$ cat config.mk
export PLATFORM = sky130hd
export DESIGN_NAME = capture_edge_sel
export DESIGN_NICKNAME = d
export VERILOG_FILES = /design/src/rtl/capture_edge_sel.sv
export SDC_FILE = /design/constraint.sdc
export NUM_CORES = 1
export LEC_CHECK = 0
export BUFFER_PORTS_ARGS = -buffer_cell sky130_fd_sc_hd__buf_2
export CORE_MARGIN = 2
export CORE_UTILIZATION = 43
export DETAILED_ROUTE_END_ITERATION = 7
export PLACE_DENSITY_LB_ADDON = 0.08
export REMOVE_ABC_BUFFERS = 1
export SYNTH_ARGS = -nofsm -noshare
export SYNTH_HDL_FRONTEND = slang
export SYNTH_SLANG_ARGS = --single-unit
$ cat constraint.sdc
create_clock -name clk -period 2 [get_ports clk]
set_clock_uncertainty 0.1 [all_clocks]
set_input_delay 0.4 -clock clk [delete_from_list [all_inputs] [get_ports clk]]
set_output_delay 0.4 -clock clk [all_outputs]
set_load 0.005 [all_outputs]
$ cat src/rtl/capture_edge_sel.sv
module capture_edge_sel #(
  parameter int CNT_W       = 16,
  parameter int SYNC_STAGES = 2
) (
  input  logic             clk,
  input  logic             rst_n,
  input  logic             cap_pin,
  input  logic [1:0]       edge_sel,
  input  logic [1:0]       src_sel,
  input  logic [CNT_W-1:0] counter,
  input  logic             read_ack,
  input  logic             ovf_clr,
  output logic             cap_strobe,
  output logic [CNT_W-1:0] cap_value,
  output logic             ovf_flag
);

  localparam logic [1:0] SRC_PIN   = 2'd0;
  localparam logic [1:0] SRC_SW_LO = 2'd2;
  localparam logic [1:0] SRC_SW_HI = 2'd3;

  logic [SYNC_STAGES-1:0] sync_q;
  logic                   pin_prev;
  logic [1:0]             src_q;
  logic                   unread;

  wire pin_now  = sync_q[SYNC_STAGES-1];
  wire use_pin  = (src_sel == SRC_PIN);
  wire pin_rise = use_pin &  pin_now & ~pin_prev;
  wire pin_fall = use_pin & ~pin_now &  pin_prev;
  wire sw_rise  = (src_q == SRC_SW_LO) && (src_sel == SRC_SW_HI);
  wire sw_fall  = (src_q == SRC_SW_HI) && (src_sel == SRC_SW_LO);

  // edge_sel bit 0 enables rising, bit 1 enables falling
  wire trig = (edge_sel[0] & (pin_rise | sw_rise)) |
              (edge_sel[1] & (pin_fall | sw_fall));

  always_ff @(posedge clk or negedge rst_n) begin
    if (!rst_n) begin
      sync_q   <= '0;
      pin_prev <= 1'b0;
      src_q    <= SRC_PIN;
    end else begin
      sync_q   <= {sync_q[SYNC_STAGES-2:0], cap_pin};
      pin_prev <= pin_now;
      src_q    <= src_sel;
    end
  end

  always_ff @(posedge clk or negedge rst_n) begin
    if (!rst_n) begin
      cap_strobe <= 1'b0;
      cap_value  <= '0;
      unread     <= 1'b0;
      ovf_flag   <= 1'b0;
    end else begin
      cap_strobe <= trig;
      if (trig) cap_value <= counter;
      unread   <= trig | (unread & ~read_ack);
      ovf_flag <= (trig & unread & ~read_ack) | (ovf_flag & ~ovf_clr);
    end
  end

  p_value_hold_r9: assert property (@(posedge clk) disable iff (!rst_n)
    !cap_strobe |-> $stable(cap_value));

  p_value_load_r9: assert property (@(posedge clk) disable iff (!rst_n)
    cap_strobe |-> cap_value == $past(counter));

  p_disabled_r5: assert property (@(posedge clk) disable iff (!rst_n)
    edge_sel == 2'd0 |=> !cap_strobe);

  p_sw_rise_r6: assert property (@(posedge clk) disable iff (!rst_n)
    (src_q == 2'd2 && src_sel == 2'd3 && edge_sel[0]) |=> cap_strobe);

  p_ovf_sticky_r10: assert property (@(posedge clk) disable iff (!rst_n)
    (ovf_flag && !ovf_clr) |=> ovf_flag);

  p_ovf_cause_r10: assert property (@(posedge clk) disable iff (!rst_n)
    $rose(ovf_flag) |-> cap_strobe);

endmodule

==> results.json <==
{
  "clock_latency_ns": 0.30,
  "h-tree-depth": 1,
  "synth_top_cells_by_count": "dfrtp_1, mux2_2, mux2_4",
  "worst_path_max_delay_cell": "o21ai_4",
  "worstSetupPathType": "reg2reg",
  "globalRouteTotalUtil_pct": 13.9,
  "synth_sequential_area_ratio_pct": 65.1,
  "clock_path_buffers": 2,
  "postRouteAntennaNets": 0,
  "outcome": "completed",
  "cts.repair.resized": 0,
  "fin_nets": 124,
  "syn_area_um2": 922,
  "synth_top_area_share_pct": 65.1,
  "setup.worst_path.end_class": "flip-flop",
  "yosys_register_bits": 24,
  "synth_area_per_cell_um2": 17.7,
  "fin_ws_ns": 0.147,
  "port_buffers": 42,
  "filler_cell_count": 176,
  "maxSlewViolCount": 0,
  "tightestPinTransition_ns": 0.658,
  "number_of_synthesized_flops_with_an_enable_pin": 0,
  "irDropWorstVdd_v": 0.000535,
  "synth_area_leaders": "dfrtp_1, mux2_4, mux2_2, buf_12, o21ai_4",
  "finalCritPeriodShare_pct": 92.7,
  "rsz0062_at_grt": "false",
  "area.growth.synth_to_final_pct": 27.8,
  "clk_pin_slew_ns": 0.12,
  "power.leakage_uw": 0.000598,
  "drv_cap": 0,
  "ctsRootBufferMaster": "clkbuf_4",
  "die_h_um": 50.3,
  "hold_viol_final": 0,
  "vias_per_cell": 4.74,
  "wl_met3_um": 115,
  "synth.most_common_cell": "dfrtp_1",
  "drive_above_1_share_pct": 67.0,
  "post_cts_hold_buffer_count": 1,
  "seqCellArea_um2": 601,
  "fin_hold_ws_ns": 0.0961,
  "fp.dieW_um": 50.3,
  "worst_ep_arrival_time_ns": 1.95,
  "synth_cells": 52,
  "critical_path.max_fanout": 19,
  "detailroute.via_count": 588,
  "wl_met1_um": 717,
  "yosys_most_used_dff": "dfrtp_1",
  "wl_per_cell_um": 12.7,
  "start_util_pct": 46.1,
  "clock_sinks": 24,
  "report.final.setup_viol": 0,
  "power_density_nw_per_um2": 922,
  "grt_pass1_wl_um": 2620,
  "post_cts_buffers": 0,
  "antenna-diode-count": 0,
  "numCtsBuffers": 3,
  "coreArea_um2": 2000,
  "critPathBufInv": 0,
  "grt_max_degree": 25,
  "place_congestion": 0.597,
  "synth_cell_types": 14,
  "postSynth.asyncResetShare_pct": 100,
  "top_layer": "met4",
  "final_period_demand_of_the_worst_path_ns": 1.85,
  "first_pass_iters": 2,
  "worst_ep_required_time_ns": 2.09,
  "die_area_um2": 2530,
  "std_cell_rows": 16,
  "grt.overflow.total": 0,
  "slowest_delay_ns": 0.57,
  "fin_setup_tns_ns": 0,
  "crit_path_cell_trace": "nor3b_2, a31oi_1, o21ai_4, mux2_2",
  "worstSetupStartpointType": "flip-flop",
  "total_power_uw": 1090,
  "grt_antenna_before_repair": 0,
  "iteration_0_drc_markers": 5,
  "met2_wirelength_um": 733,
  "hpwl_um": 1150,
  "cts_tree": "yes",
  "worst_path_dominant_cell_family": "compound AO/OA/AOI/OAI gates",
  "route.final.wire_length_um": 1580,
  "slew_headroom_pct": 56.0,
  "dp_slack_ns": -0.0200,
  "multi_input_gate_area_in_the_final_layout_um2": 294,
  "synth.largest_area_cell": "dfrtp_1",
  "ys.warnings.count": 0,
  "hold_path_class": "in2reg",
  "remaining_drc_errors": 0,
  "pin_count": 43,
  "via_count_of_the_first_global_routing_pass": 604,
  "achievable-frequency_mhz": 540
}
## sequential cells by signal, summed over array words and instances (netlist names)
signal	cells
pin_prev	1
src_q	2
unread	1
sync_q	2
cap_value	16
cap_strobe	1
ovf_flag	1
## power breakdown
part	internal (uW)	total [uW]	switching [uW]
combinational	170	266	96.1
clock	70.1	197	126
sequential	580	623	43.4
total	820	1090	266
## final cells by class
class	count	share of cell area, %
Clock buffer	3	1.91
Inverter	2	0.637
Multi-Input combinational cell	25	24.9
Sequential cell	24	51.0
Tap cell	27	2.87
Timing Repair Buffer	43	18.7
## routing by layer
| metal | global-route usage, % | vias to the layer above |
|---|---|---|
| li1 | - | 273 |
| met1 | 18.1 | 287 |
| met2 | 21.9 | 26 |
| met3 | 3.27 | 2 |
| met4 | 6.76 | 0 |
| met5 | 0 | - |
## worst paths after layout
kind	start	depth (start not counted)	end	slack (ns)
setup / recovery	sync_q[1]$_DFF_PN0_	4	cap_value[12]$_DFFE_PN0P_	0.15
hold / removal	cap_pin	1	sync_q[0]$_DFF_PN0_	0.1
setup reg to reg	sync_q[1]$_DFF_PN0_	4	cap_value[12]$_DFFE_PN0P_	0.15
hold reg to reg	sync_q[0]$_DFF_PN0_	0	sync_q[1]$_DFF_PN0_	0.27
max in group asynchronous	rst_n	2	cap_value[4]$_DFFE_PN0P_	0.96
min in group asynchronous	rst_n	2	sync_q[0]$_DFF_PN0_	0.49
## worst register-to-register path, cell delays in order, from the launching register on
cell     delay (ns)
dfrtp_1        0.42
nor3b_2        0.17
a31oi_1        0.09
o21ai_4        0.57
mux2_2         0.41
## stage by stage
| stage | instances | area [um2] | util [%] |
|---|---|---|---|
| 6_report | 124 | 1180 | 58.9 |
| 3_5_place_dp | 120 | 1150 | 57.3 |
| 4_1_cts | 124 | 1180 | 58.9 |
| 5_1_grt | 124 | 1180 | 58.9 |
| 2_1_floorplan | 51 | 902 | - |
| 3_3_place_gp | 120 | 1150 | 57.3 |
## placed cells by master, fill, tap and decap left out
cell / n
a21o_2: 1
a31oi_1: 1
a32o_1: 1
and4b_1: 1
buf_2: 42
clkbuf_4: 3
dfrtp_1: 24
dlygate4sd3_1: 1
inv_1: 2
mux2_2: 9
mux2_4: 7
nand2b_1: 1
nor3b_2: 1
nor4b_1: 1
o21ai_2: 1
o21ai_4: 1
## kinds of logic after synthesis
logic type / synth area share, %
flip-flops: 65.1
multiplexers: 22.4
AO/OA/AOI/OAI: 5.43
AND/OR/NAND/NOR: 4.07
buffers and inverters: 2.99
(Power assumes the default switching activity.)
